`src/rtl/rtc_time_pkg.sv`:
```
package rtc_time_pkg;

   // register offsets
   localparam int OFS_SEC   = 'h00;
   localparam int OFS_FRAC  = 'h04;
   localparam int OFS_ASEC  = 'h08;
   localparam int OFS_AFRAC = 'h0C;
   localparam int OFS_CTRL  = 'h10;
   localparam int OFS_STAT  = 'h14;
   localparam int OFS_IEN   = 'h18;

   // control fields
   localparam int CTRL_RUN_BIT   = 3;
   localparam int CTRL_SLOCK_BIT = 17;
   localparam int CTRL_HLOCK_BIT = 18;

   // status fields
   localparam int STAT_FAIL_BIT = 0;
   localparam int STAT_NV_BIT   = 1;
   localparam int STAT_OVF_BIT  = 2;
   localparam int STAT_ALM_BIT  = 4;

   // interrupt enable field
   localparam int IEN_ALM_BIT = 4;

   typedef struct packed {
      logic run_en;
      logic soft_lock;
      logic hard_lock;
   } ctrl_t;

   typedef struct packed {
      logic nv;
      logic seed;
      logic ovf;
   } guard_t;

endpackage

```
`src/rtl/rtc_time_count.sv`:
```
module rtc_time_count #(
   parameter int SEC_W       = 32,
   parameter int FRAC_W      = 15,
   parameter int SPLIT_CARRY = 1
) (
   input  logic                    clk,
   input  logic                    rst_n,
   input  logic                    run,
   input  logic                    ld_sec,
   input  logic                    ld_frac,
   input  logic [SEC_W-1:0]        ld_sec_val,
   input  logic [FRAC_W-1:0]       ld_frac_val,
   output logic [SEC_W+FRAC_W-1:0] cnt,
   output logic [SEC_W+FRAC_W-1:0] cnt_nxt,
   output logic                    step,
   output logic                    wrap
);
   localparam int CNT_W = SEC_W + FRAC_W;

   assign step = run & ~ld_sec & ~ld_frac;
   assign wrap = step & (&cnt);

   generate
      if (SPLIT_CARRY != 0) begin : g_split
         logic [SEC_W-1:0]  sec_q;
         logic [FRAC_W-1:0] frac_q;
         logic              frac_cy;

         assign frac_cy = &frac_q;
         assign cnt     = {sec_q, frac_q};
         assign cnt_nxt = {sec_q + SEC_W'(frac_cy), frac_q + FRAC_W'(1)};

         always_ff @(posedge clk or negedge rst_n) begin
            if (!rst_n) begin
               sec_q  <= '0;
               frac_q <= '0;
            end else if (ld_sec || ld_frac) begin
               if (ld_sec)  sec_q  <= ld_sec_val;
               if (ld_frac) frac_q <= ld_frac_val;
            end else if (step) begin
               frac_q <= frac_q + FRAC_W'(1);
               if (frac_cy) sec_q <= sec_q + SEC_W'(1);
            end
         end
      end else begin : g_flat
         logic [CNT_W-1:0] cnt_q;

         assign cnt     = cnt_q;
         assign cnt_nxt = cnt_q + CNT_W'(1);

         always_ff @(posedge clk or negedge rst_n) begin
            if (!rst_n) begin
               cnt_q <= '0;
            end else if (ld_sec || ld_frac) begin
               if (ld_sec)  cnt_q[CNT_W-1:FRAC_W] <= ld_sec_val;
               if (ld_frac) cnt_q[FRAC_W-1:0]     <= ld_frac_val;
            end else if (step) begin
               cnt_q <= cnt_nxt;
            end
         end
      end
   endgenerate

   // a stalled count without a load keeps its value
   a_r2_hold: assert property (@(posedge clk) disable iff (!rst_n)
      (!run && !ld_sec && !ld_frac) |=> $stable(cnt));

   // seconds move only when the fraction wraps
   a_r11_sec_steady: assert property (@(posedge clk) disable iff (!rst_n)
      (!ld_sec && !(&cnt[FRAC_W-1:0])) |=> $stable(cnt[CNT_W-1:FRAC_W]));

   // roll-over lands on zero
   a_r8_wrap_zero: assert property (@(posedge clk) disable iff (!rst_n)
      wrap |=> (cnt == '0));

endmodule

```
`src/rtl/rtc_time_alarm.sv`:
```
module rtc_time_alarm #(
   parameter int SEC_W      = 32,
   parameter int FRAC_W     = 15,
   parameter int MATCH_FRAC = 1
) (
   input  logic                    clk,
   input  logic                    rst_n,
   input  logic                    step,
   input  logic [SEC_W+FRAC_W-1:0] cnt_nxt,
   input  logic [SEC_W-1:0]        alm_sec,
   input  logic [FRAC_W-1:0]       alm_frac,
   input  logic                    clr,
   output logic                    flag
);
   localparam int CNT_W = SEC_W + FRAC_W;

   logic disarmed;
   logic match;
   logic hit;

   assign disarmed = &alm_sec;

   generate
      if (MATCH_FRAC != 0) begin : g_full
         assign match = (cnt_nxt == {alm_sec, alm_frac});
      end else begin : g_sec_only
         assign match = (cnt_nxt[CNT_W-1:FRAC_W] == alm_sec) &&
                        (cnt_nxt[FRAC_W-1:0] == '0);
      end
   endgenerate

   assign hit = step & ~disarmed & match;

   always_ff @(posedge clk or negedge rst_n) begin
      if (!rst_n)    flag <= 1'b0;
      else if (hit)  flag <= 1'b1;
      else if (clr)  flag <= 1'b0;
   end

   // an all-ones alarm seconds value never raises the flag
   a_r7_disarmed: assert property (@(posedge clk) disable iff (!rst_n)
      disarmed |=> !$rose(flag));

   // without a clear request the flag never drops
   a_r3_alarm_sticky: assert property (@(posedge clk) disable iff (!rst_n)
      (flag && !clr) |=> flag);

endmodule

```
`src/rtl/rtc_time_regs.sv`:
```
module rtc_time_regs
   import rtc_time_pkg::*;
#(
   parameter int DATA_W = 32,
   parameter int ADDR_W = 5,
   parameter int SEC_W  = 32,
   parameter int FRAC_W = 15
) (
   input  logic                    clk,
   input  logic                    rst_n,
   input  logic                    bus_sel,
   input  logic                    bus_we,
   input  logic [ADDR_W-1:0]       bus_addr,
   input  logic [DATA_W-1:0]       bus_wdata,
   output logic [DATA_W-1:0]       bus_rdata,
   input  logic                    fail_in,
   input  logic                    nv_in,
   input  logic [SEC_W+FRAC_W-1:0] cnt,
   input  logic                    wrap,
   input  logic                    alarm_flag,
   output logic                    run,
   output logic                    ld_sec,
   output logic                    ld_frac,
   output logic [SEC_W-1:0]        ld_sec_val,
   output logic [FRAC_W-1:0]       ld_frac_val,
   output logic [SEC_W-1:0]        alm_sec,
   output logic [FRAC_W-1:0]       alm_frac,
   output logic                    alarm_clr,
   output logic                    alarm_ien
);
   localparam int CNT_W = SEC_W + FRAC_W;

   logic   wr_en;
   logic   hit_sec, hit_frac, hit_asec, hit_afrac, hit_ctrl, hit_stat, hit_ien;
   logic   locked;
   logic   stat_wr, clr_nv, clr_ovf;
   ctrl_t  ctrl_q;
   guard_t grd_q;
   logic [SEC_W-1:0]  asec_q;
   logic [FRAC_W-1:0] afrac_q;
   logic              ien_q;

   assign wr_en     = bus_sel & bus_we;
   assign hit_sec   = (bus_addr == ADDR_W'(OFS_SEC));
   assign hit_frac  = (bus_addr == ADDR_W'(OFS_FRAC));
   assign hit_asec  = (bus_addr == ADDR_W'(OFS_ASEC));
   assign hit_afrac = (bus_addr == ADDR_W'(OFS_AFRAC));
   assign hit_ctrl  = (bus_addr == ADDR_W'(OFS_CTRL));
   assign hit_stat  = (bus_addr == ADDR_W'(OFS_STAT));
   assign hit_ien   = (bus_addr == ADDR_W'(OFS_IEN));

   assign locked      = ctrl_q.soft_lock | ctrl_q.hard_lock;
   assign ld_sec      = wr_en & hit_sec & ~locked;
   assign ld_frac     = wr_en & hit_frac & ~locked;
   assign ld_sec_val  = bus_wdata[SEC_W-1:0];
   assign ld_frac_val = bus_wdata[FRAC_W-1:0];

   assign stat_wr   = wr_en & hit_stat;
   assign clr_nv    = stat_wr & bus_wdata[STAT_NV_BIT];
   assign clr_ovf   = stat_wr & bus_wdata[STAT_OVF_BIT];
   assign alarm_clr = stat_wr & bus_wdata[STAT_ALM_BIT];

   assign run = ctrl_q.run_en & ~grd_q.ovf & ~grd_q.nv & ~grd_q.seed & ~fail_in;

   assign alm_sec   = asec_q;
   assign alm_frac  = afrac_q;
   assign alarm_ien = ien_q;

   // software-owned settings
   always_ff @(posedge clk or negedge rst_n) begin
      if (!rst_n) begin
         ctrl_q  <= '0;
         asec_q  <= '1;
         afrac_q <= '0;
         ien_q   <= 1'b0;
      end else if (wr_en) begin
         if (hit_ctrl) begin
            ctrl_q.run_en    <= bus_wdata[CTRL_RUN_BIT];
            ctrl_q.soft_lock <= ctrl_q.soft_lock | bus_wdata[CTRL_SLOCK_BIT];
            ctrl_q.hard_lock <= ctrl_q.hard_lock | bus_wdata[CTRL_HLOCK_BIT];
         end
         if (hit_asec)  asec_q  <= bus_wdata[SEC_W-1:0];
         if (hit_afrac) afrac_q <= bus_wdata[FRAC_W-1:0];
         if (hit_ien)   ien_q   <= bus_wdata[IEN_ALM_BIT];
      end
   end

   // stall conditions
   always_ff @(posedge clk or negedge rst_n) begin
      if (!rst_n) begin
         grd_q.nv   <= 1'b1;
         grd_q.seed <= 1'b1;
         grd_q.ovf  <= 1'b0;
      end else begin
         if (nv_in)       grd_q.nv <= 1'b1;
         else if (clr_nv) grd_q.nv <= 1'b0;

         if (nv_in)                       grd_q.seed <= 1'b1;
         else if (ld_sec && !grd_q.nv)    grd_q.seed <= 1'b0;

         if (wrap)         grd_q.ovf <= 1'b1;
         else if (clr_ovf) grd_q.ovf <= 1'b0;
      end
   end

   always_comb begin
      bus_rdata = '0;
      if (hit_sec)   bus_rdata[SEC_W-1:0]  = cnt[CNT_W-1:FRAC_W];
      if (hit_frac)  bus_rdata[FRAC_W-1:0] = cnt[FRAC_W-1:0];
      if (hit_asec)  bus_rdata[SEC_W-1:0]  = asec_q;
      if (hit_afrac) bus_rdata[FRAC_W-1:0] = afrac_q;
      if (hit_ctrl) begin
         bus_rdata[CTRL_RUN_BIT]   = ctrl_q.run_en;
         bus_rdata[CTRL_SLOCK_BIT] = ctrl_q.soft_lock;
         bus_rdata[CTRL_HLOCK_BIT] = ctrl_q.hard_lock;
      end
      if (hit_stat) begin
         bus_rdata[STAT_FAIL_BIT] = fail_in;
         bus_rdata[STAT_NV_BIT]   = grd_q.nv;
         bus_rdata[STAT_OVF_BIT]  = grd_q.ovf;
         bus_rdata[STAT_ALM_BIT]  = alarm_flag;
      end
      if (hit_ien)   bus_rdata[IEN_ALM_BIT] = ien_q;
   end

   // when non-valid drops, a fresh seconds value is still owed
   a_r4_seed_owed: assert property (@(posedge clk) disable iff (!rst_n)
      $fell(grd_q.nv) |-> grd_q.seed);

   // lock bits never fall while out of reset
   a_r6_lock_sticky: assert property (@(posedge clk) disable iff (!rst_n)
      locked |=> locked);

   // a roll-over is always recorded
   a_r8_ovf_set: assert property (@(posedge clk) disable iff (!rst_n)
      wrap |=> grd_q.ovf);

   // overflow flag kept until cleared
   a_r3_ovf_kept: assert property (@(posedge clk) disable iff (!rst_n)
      (grd_q.ovf && !clr_ovf) |=> grd_q.ovf);

endmodule

```
`src/rtl/rtc_time_core.sv`:
```
module rtc_time_core #(
   parameter int DATA_W      = 32,
   parameter int ADDR_W      = 5,
   parameter int SEC_W       = 32,
   parameter int FRAC_W      = 15,
   parameter int SPLIT_CARRY = 1,
   parameter int MATCH_FRAC  = 1
) (
   input  logic              clk,
   input  logic              rst_n,
   input  logic              bus_sel,
   input  logic              bus_we,
   input  logic [ADDR_W-1:0] bus_addr,
   input  logic [DATA_W-1:0] bus_wdata,
   output logic [DATA_W-1:0] bus_rdata,
   input  logic              sec_fail,
   input  logic              sec_nonvalid,
   output logic              alarm_irq
);
   localparam int CNT_W = SEC_W + FRAC_W;

   generate
      if (SEC_W < 1 || SEC_W > DATA_W) begin : g_bad_sec
         $error("rtc_time_core: SEC_W must lie in 1..DATA_W");
      end
      if (FRAC_W < 1 || FRAC_W > DATA_W) begin : g_bad_frac
         $error("rtc_time_core: FRAC_W must lie in 1..DATA_W");
      end
      if (DATA_W < 19) begin : g_bad_data
         $error("rtc_time_core: DATA_W must hold the lock fields");
      end
      if (ADDR_W < 5) begin : g_bad_addr
         $error("rtc_time_core: ADDR_W too small for the register map");
      end
   endgenerate

   logic [CNT_W-1:0]  cnt, cnt_nxt;
   logic              step, wrap, run;
   logic              ld_sec, ld_frac;
   logic [SEC_W-1:0]  ld_sec_val, alm_sec;
   logic [FRAC_W-1:0] ld_frac_val, alm_frac;
   logic              alarm_flag, alarm_clr, alarm_ien;

   rtc_time_regs #(
      .DATA_W (DATA_W),
      .ADDR_W (ADDR_W),
      .SEC_W  (SEC_W),
      .FRAC_W (FRAC_W)
   ) u_regs (
      .clk         (clk),
      .rst_n       (rst_n),
      .bus_sel     (bus_sel),
      .bus_we      (bus_we),
      .bus_addr    (bus_addr),
      .bus_wdata   (bus_wdata),
      .bus_rdata   (bus_rdata),
      .fail_in     (sec_fail),
      .nv_in       (sec_nonvalid),
      .cnt         (cnt),
      .wrap        (wrap),
      .alarm_flag  (alarm_flag),
      .run         (run),
      .ld_sec      (ld_sec),
      .ld_frac     (ld_frac),
      .ld_sec_val  (ld_sec_val),
      .ld_frac_val (ld_frac_val),
      .alm_sec     (alm_sec),
      .alm_frac    (alm_frac),
      .alarm_clr   (alarm_clr),
      .alarm_ien   (alarm_ien)
   );

   rtc_time_count #(
      .SEC_W       (SEC_W),
      .FRAC_W      (FRAC_W),
      .SPLIT_CARRY (SPLIT_CARRY)
   ) u_count (
      .clk         (clk),
      .rst_n       (rst_n),
      .run         (run),
      .ld_sec      (ld_sec),
      .ld_frac     (ld_frac),
      .ld_sec_val  (ld_sec_val),
      .ld_frac_val (ld_frac_val),
      .cnt         (cnt),
      .cnt_nxt     (cnt_nxt),
      .step        (step),
      .wrap        (wrap)
   );

   rtc_time_alarm #(
      .SEC_W      (SEC_W),
      .FRAC_W     (FRAC_W),
      .MATCH_FRAC (MATCH_FRAC)
   ) u_alarm (
      .clk      (clk),
      .rst_n    (rst_n),
      .step     (step),
      .cnt_nxt  (cnt_nxt),
      .alm_sec  (alm_sec),
      .alm_frac (alm_frac),
      .clr      (alarm_clr),
      .flag     (alarm_flag)
   );

   assign alarm_irq = alarm_flag & alarm_ien;

   // a raised request persists until the flag is cleared or masked
   a_r9_irq_held: assert property (@(posedge clk) disable iff (!rst_n)
      (alarm_irq && !alarm_clr && !(bus_sel && bus_we && bus_addr == ADDR_W'('h18)))
      |=> alarm_irq);

   // failure input freezes the count
   a_r5_fail_freeze: assert property (@(posedge clk) disable iff (!rst_n)
      (sec_fail && !ld_sec && !ld_frac) |=> $stable(cnt));

endmodule

```
`config.mk`:
```
export PLATFORM = sky130hd
export DESIGN_NAME = rtc_time_core
export DESIGN_NICKNAME = d
export VERILOG_FILES = /design/src/rtl/rtc_time_pkg.sv /design/src/rtl/rtc_time_count.sv /design/src/rtl/rtc_time_alarm.sv /design/src/rtl/rtc_time_regs.sv /design/src/rtl/rtc_time_core.sv
export SDC_FILE = /design/constraint.sdc
export NUM_CORES = 1
export LEC_CHECK = 0
export CORE_MARGIN = 5
export CORE_UTILIZATION = 39
export DETAILED_ROUTE_END_ITERATION = 7
export PLACE_DENSITY_LB_ADDON = 0.3
export SLEW_MARGIN = 20
export SYNTH_ARGS = -nofsm -noshare
export SYNTH_HDL_FRONTEND = slang
export SYNTH_HIERARCHICAL = 1
export SYNTH_SLANG_ARGS = --single-unit
```
`constraint.sdc`:
```
create_clock -name clk -period 3.35 [get_ports clk]
set_input_delay 0.67 -clock clk [delete_from_list [all_inputs] [get_ports clk]]
set_output_delay 0.67 -clock clk [all_outputs]
set_load 0.03 [all_outputs]
```
==> results of run 1 <==
==> layer usage <==
| metal | share of wire | wire length (um) |
|---|---|---|
| met4 | 0.018 | 476 |
| met3 | 0.051 | 1320 |
| met5 | 0 | 0 |
| met2 | 0.47 | 12300 |
| met1 | 0.46 | 11800 |
==> registers in the layout (all words and copies together) (netlist names) <==
| register | flops |
|---|---|
| u_regs/ctrl_q | 3 |
| u_count/g_split.sec_q | 32 |
| u_regs/alm_frac | 15 |
| u_regs/grd_q | 3 |
| u_alarm/flag | 1 |
| u_regs/alarm_ien | 1 |
| u_regs/alm_sec | 32 |
| u_count/g_split.frac_q | 15 |
==> path summary, 6_finish.rpt <==
path                                                 from                         to  slack [ns]  cells after the start
max in group asynchronous                           rst_n          u_regs/alm_sec[7]        2.24                      2
worst max register to register  u_count/g_split.frac_q[0]               u_alarm/flag        0.20                     14
min in group clk                         u_regs/ctrl_q[0]           u_regs/ctrl_q[0]        0.50                      1
worst max-delay path                          bus_addr[1]              bus_rdata[13]        0.11                      7
worst min-delay path                                rst_n  u_count/g_split.sec_q[28]        0.33                      1
worst min register to register           u_regs/ctrl_q[0]           u_regs/ctrl_q[0]        0.50                      1
==> cell type report <==
cell class                      instances  share of cell area
Inverter                               18             0.00723
Clock buffer                           12              0.0275
Clock inverter                          4             0.00830
Tap cell                              270              0.0362
Sequential cell                       102               0.278
Multi-Input combinational cell        658               0.500
Timing Repair Buffer                  136               0.143
==> what timing repair did <==
item,4_1_cts,5_1_grt
setup endpoints to repair,0,6
hold endpoints to repair,0,0
resized for setup,0,7
==> cell usage after synthesis (6+ instances only) <==
master / instances
buf_4: 54
nand4_1: 33
nand3_1: 32
mux2_2: 19
a31oi_1: 13
a2bb2oi_1: 8
nor3_1: 16
nor2_1: 53
xor2_1: 35
dfstp_2: 34
a22o_1: 19
a21oi_1: 55
nor4_1: 7
nor4_2: 7
mux2_4: 30
clkbuf_1: 13
nand2_1: 85
buf_2: 24
and2_1: 10
o22a_1: 14
nor2b_1: 7
dfrtp_1: 68
xnor2_1: 59
and3_1: 9
nand2b_1: 9
o21ai_0: 37
and4_1: 8
o22ai_1: 17
inv_1: 17
a22oi_1: 6
buf_6: 9
==> worst reg2reg max path, cell delays in order, from the launching register on <==
cell and delay, ns:
dfrtp_1 0.36, ha_1 0.17, and4_2 0.29, and4_4 0.28, ha_1 0.25, nand4_4 0.18, nor4_4 0.21, buf_4 0.17
nand2b_1 0.07, xnor2_1 0.22, xnor2_2 0.17, nand4_2 0.15, nor4_2 0.29, nand4_1 0.15, o22ai_2 0.11
==> placed cells by master (no fill, tap or decap), drive strengths merged, types with 3 or more instances in the layout <==
cell type / count
nand4: 37
dfstp: 34
nor2b: 7
a21oi: 55
mux2: 49
o2bb2ai: 5
and4: 9
nor4: 16
inv: 18
ha: 5
clkdlybuf4s50: 42
a21o: 5
o22ai: 18
a31oi: 14
buf: 94
nand3: 33
nor2: 56
o22a: 14
nand2: 85
xnor2: 59
clkbuf: 12
and2: 11
nand2b: 9
or3: 5
and3b: 3
a2bb2oi: 8
a22oi: 6
and3: 10
xor2: 35
a22o: 19
nor3: 19
o21ai: 37
dfrtp: 68
==> metrics by stage <==
stage | hold WS, ns | instances | worst slack [ns]
finish | 0.331 | 1200 | 0.105
global route | 0.390 | 1200 | 0.00983
CTS | 0.354 | 1200 | 0.00159
detailed placement | 0.485 | 1184 | 0.0310
global placement | 0.479 | 1184 | 0.0617
floorplan | 0.374 | 880 | 0.374
==> power groups by stage <==
stage          Clock (mW)  Combinational (mW)  Sequential, mW
2_1_floorplan           0               0.464            1.54
5_1_grt              1.26               0.787            1.59
3_3_place_gp            0               0.722            1.59
4_1_cts              1.22               0.729            1.57
6_report             1.19               0.733            1.57
3_5_place_dp            0               0.725            1.59
==> kinds of logic after synthesis <==
group	share of synthesized area
fa+ha+maj	0.00785
buf+inv	0.0945
mux	0.0846
xor+xnor	0.103
flops	0.325
compound gates	0.168
simple gates	0.216
==> out/qor.yml, run 1 <==
run_status:
  status: "finished, final reports clean"
synth:
  ys.flop_type: "dfrtp_1"
  yosys.area.top_type: "dfrtp_1"
  ys_warn_count: 6
  yosysUniqueCellTypes: 74
  synth_edf_count: 0
  syn_nets: 928
  syn-mean-instance-area_um2: 9.06
  synthCells: 880
  yosys-top-cells-area: "dfrtp_1, dfstp_2, xnor2_1"
  ys_seq_elements: 102
  synthArstFlopShare: 1.00
  seq_area_frac_synth: 0.325
  syn_area_mm2: 0.00797
  yosysTopAreaCellShare: 0.213
timing:
  period_minus_slack_ns: 3.24
  hold_viol: 0
  final.setup_skew_ns: 0.0120
  tightest_slew_ns: 0.915
  fin_crit_sh: 0.969
  maxSlewViolCount: 0
  setup_viol: 0
  fmax_mhz: 308
  rsz0062_at_grt: "false"
  tns_ns: 0
  maxSlewHeadroom: 0.385
placed_design:
  place.gp.congestion: 0.949
  place_area_mm2: 0.00898
  hpwl_um: 19700
  port_buffers: 75
clock_tree:
  cts_sinks: 102
  worstSkewPairLatency_ns: 0.36
  path_clk_slew_ns: 0.07
  htreeDepth: 3
  clk_path_buf_depth: 2
  tritoncts.num_buffers: 9
  cts_tree: "built"
  hold_buffers: 0
  cts_root_buf: "clkbuf_16"
  cts_setup_buffers: 0
global_routing:
  track_usage: 0.215
  overflow: 0
  grt_util_met1: 0.299
  grtUsageMet2: 0.355
  grt_max_degree: 56
  grt_pass1_wl_um: 39400
  antenna_found_initial: 0
  grt_pass1_vias: 6670
  met3_usage: 0.0283
  top_usage_layer: "met2"
route:
  post_drt_wl_per_cell_um: 21.5
  viasPerCell: 5.77
  vias: 6927
  first_pass_iters: 5
  wl_um: 25800
  drc: 0
  antenna_left: 0
  dr.first_iter.drc_count: 614
worst_setup_path:
  cp_top_family: "buffers and inverters"
  arrival_ns: 2.57
  crit_path_max_incr_delay_ns: 0.44
  crit_path_start_kind: "primary input"
  cp-end-kind: "primary output"
  critPathBufInv: 3
  cp_max_fo: 16
  crit_chain: "clkdlybuf4s50_1 -> or3_4 -> nor3_4 -> buf_12 -> a22oi_1 -> a31oi_1 -> buf_12"
  cp_slowest_cell: "clkdlybuf4s50_1"
  worstSetupPathType: "primary input to primary output"
  crit_required_ns: 2.68
  crit_top_cell: "buf_12"
power:
  switching_share: 0.295
  pwr-share-comb: 0.210
  power_density_mw_per_mm2: 374
  p_int_mw: 2.46
  ir_worst_vdd_mv: 0.184
  p_leak_nw: 3.84
  power_frac_clock: 0.341
  power.switching_mw: 1.03
  pwr-share-seq: 0.450
  finalPower_mw: 3.50
job:
  cap_violations: 0
die:
  pin_count: 76
  die_h_um: 153
  core_mm2: 0.0202
  std_cell_rows: 52
  die_x_um: 153
  initial_utilization: 0.395
  dieArea_mm2: 0.0234
finish:
  n_antenna_cell: 0
  register_area_mm2: 0.00259
  design_area_mm2: 0.00934
  multiInputGateArea_mm2: 0.00467
  drive_gt1_frac: 0.246
  area_growth_pct: 17.2
  fillers: 1924
  final_net_count: 973
  utilization: 0.463
min_path:
  hold_path_class: "primary input to async pin"
Note: power is estimated with default switching activity, not from simulation.
==> run 2, diff against run 1 <==
CAP_MARGIN = 20   (was default)
==> results of run 2 <==
Same layout as run 1: the final DEF is identical, and so are final timing and power.
==> run 3, diff against run 2 <==
--- a/config.mk
+++ b/config.mk
@@ -11,2 +11,3 @@
 export DETAILED_ROUTE_END_ITERATION = 7
+export GPL_ROUTABILITY_DRIVEN = 0
 export PLACE_DENSITY_LB_ADDON = 0.3
==> constraint.sdc (replaced) <==
create_clock -name clk -period 3.35 [get_ports clk]
set_input_delay 1.005 -clock clk [delete_from_list [all_inputs] [get_ports clk]]
set_output_delay 1.005 -clock clk [all_outputs]
set_load 0.03 [all_outputs]
==> out/qor.yml, run 3 (synthesis gave the netlist of run 1 again) <==
run_status:
  status: "finished, violations left"  # was finished, final reports clean
  violations: "setup timing"
die:
  std_cell_rows: 52  # unchanged
  die_x_um: 153  # unchanged
  pin_count: 76  # unchanged
  initial_utilization: 0.395  # unchanged
  dieArea_mm2: 0.0234  # unchanged
  core_mm2: 0.0202  # unchanged
  die_h_um: 153  # unchanged
global_routing:
  track_usage: 0.216  # was 0.215
  grt_pass1_wl_um: 40200  # was 39400 um
  grt_pass1_vias: 6893  # was 6670
  overflow: 0  # unchanged
  grt_max_degree: 57  # was 56
  antenna_found_initial: 0  # unchanged
clock_tree:
  clk_path_buf_depth: 2  # unchanged
  path_clk_slew_ns: 0.06  # was 0.07 ns
  htreeDepth: 3  # unchanged
  cts_sinks: 102  # unchanged
  cts_root_buf: "clkbuf_16"  # unchanged
  worstSkewPairLatency_ns: 0.36  # about the same
  tritoncts.num_buffers: 9  # unchanged
  cts_tree: "built"  # unchanged
timing:
  hold_viol: 0  # unchanged
  setup_slack_ns: -0.0854  # was 0.105 ns
  final.setup_skew_ns: 0.00980  # was 0.0120 ns
  holdWs_ns: 0.503  # was 0.331 ns
  rsz0062_at_grt: "true"  # was false
  fin_crit_sh: 1.03  # was 0.969
  tightest_slew_ns: 0.740  # was 0.915 ns
  setup_viol: 26  # was 0
  maxSlewViolCount: 0  # unchanged
  maxSlewHeadroom: 0.503  # was 0.385
  period_minus_slack_ns: 3.44  # was 3.24 ns
  fmax_mhz: 291  # was 308 MHz
route:
  wl_um: 25700  # was 25800 um
  first_pass_iters: 5  # unchanged
  vias: 7117  # was 6927
  post_drt_wl_per_cell_um: 20.5  # was 21.5 um
  antenna_left: 0  # unchanged
  dr.first_iter.drc_count: 712  # was 614
  viasPerCell: 5.68  # was 5.77
  drc: 0  # unchanged
finish:
  design_area_mm2: 0.0100  # was 0.00934 mm^2
  area_growth_pct: 25.6  # was 17.2%
  final_net_count: 1027  # was 973
  n_antenna_cell: 0  # unchanged
  utilization: 0.496  # was 0.463
  fillers: 1909  # was 1924
  drive_gt1_frac: 0.318  # was 0.246
  final_common_cell: "buf_4"  # was nand2_1
  mostFrequentLayoutCells: "buf_4, nand2_1, dfrtp_1, xnor2_1, nor2_1"  # was nand2_1, buf_4, dfrtp_1, xnor2_1, a21oi_1
worst_setup_path:
  arrival_ns: 2.43  # was 2.57 ns
  crit_top_cell: "buf_12"  # unchanged
  worstSetupPathType: "primary input to primary output"  # unchanged
  crit_path_start_kind: "primary input"  # unchanged
  cp_max_fo: 8  # was 16
  crit_path_max_incr_delay_ns: 0.41  # was 0.44 ns
  crit_required_ns: 2.34  # was 2.68 ns
  crit_chain: "buf_6 -> or3_4 -> nor3_4 -> buf_12 -> o2bb2ai_1 -> a22o_1 -> buf_12"  # was clkdlybuf4s50_1 -> or3_4 -> nor3_4 -> buf_12 -> a22oi_1 -> a31oi_1 -> buf_12
  cp-end-kind: "primary output"  # unchanged
  cp_slowest_cell: "or3_4"  # was clkdlybuf4s50_1
power:
  power_density_mw_per_mm2: 336  # was 374 mW/mm^2
  finalPower_mw: 3.37  # was 3.50 mW
  p_leak_nw: 4.20  # was 3.84 nW
  ir_worst_vdd_mv: 0.200  # was 0.184 mV
placed_design:
  hpwl_um: 19300  # was 19700 um
  port_buffers: 75  # unchanged
  place_area_mm2: 0.00932  # was 0.00898 mm^2
job:
  cap_violations: 0  # unchanged
min_path:
  hold_path_class: "primary input to async pin"  # unchanged
run 3: final cells by class:
class,count,area (um^2),share of cell area
Inverter,18,67.6,0.00675
Multi-Input combinational cell,658,4840,0.483
Clock buffer,13,260,0.0260
Timing Repair Buffer,190,1900,0.190
Tap cell,270,338,0.0337
Clock inverter,3,18.8,0.00187
Sequential cell,102,2590,0.259
run 3: worst paths after layout:
| check | from | endpoint | slack, ns | depth (start not counted) |
|---|---|---|---|---|
| worst max-delay path | bus_addr[1] | bus_rdata[14] | -0.09 | 7 |
| worst min register to register | u_regs/ctrl_q[0] | u_regs/ctrl_q[0] | 0.52 | 1 |
| max in group asynchronous | rst_n | u_regs/alm_sec[10] | 2.12 | 2 |
| min in group clk | u_regs/ctrl_q[0] | u_regs/ctrl_q[0] | 0.52 | 1 |
| worst max register to register | u_count/g_split.frac_q[0] | u_alarm/flag | 0.15 | 13 |
| worst min-delay path | rst_n | u_count/g_split.sec_q[29] | 0.50 | 1 |
run 3: stage by stage:
stage	setup TNS, ns	instances	setup slack (ns)
floorplan	0	880	0.0805
global placement	-22.12	1221	-0.440
detailed placement	-22.83	1221	-0.416
global route	-2.07	1254	-0.115
finish	-0.904	1254	-0.0854
CTS	-0.880	1250	-0.0865
run 3: report_power, final:
| part | switching (mW) | total, mW | internal [mW] |
|---|---|---|---|
| Combinational | 0.370 | 0.772 | 0.401 |
| Sequential | 0.183 | 1.58 | 1.40 |
| Clock | 0.471 | 1.02 | 0.546 |
run 3: worst max-delay path: cells and delay by family:
family | cells | cell delay [ns]
buffers and inverters | 3 | 0.41
AOI/OAI and AO/OA | 2 | 0.34
and+or+nand+nor | 2 | 0.67
run 3: routing by layer:
metal  GRT usage  share of wire
met1       0.301           0.44
met2       0.346           0.46
met3      0.0294          0.063
met4      0.0742          0.029
met5           0              0
run 3: what timing repair did:
| action | CTS | global route |
|---|---|---|
| hold buffers | 0 | 0 |
| setup buffers | 11 | 5 |
| pin swaps | 20 | 12 |
| gates resized for setup | 72 | 19 |
| gates cloned | 2 | 0 |
| setup endpoints to repair | 33 | 33 |
| endpoints found under the hold margin | 0 | 0 |
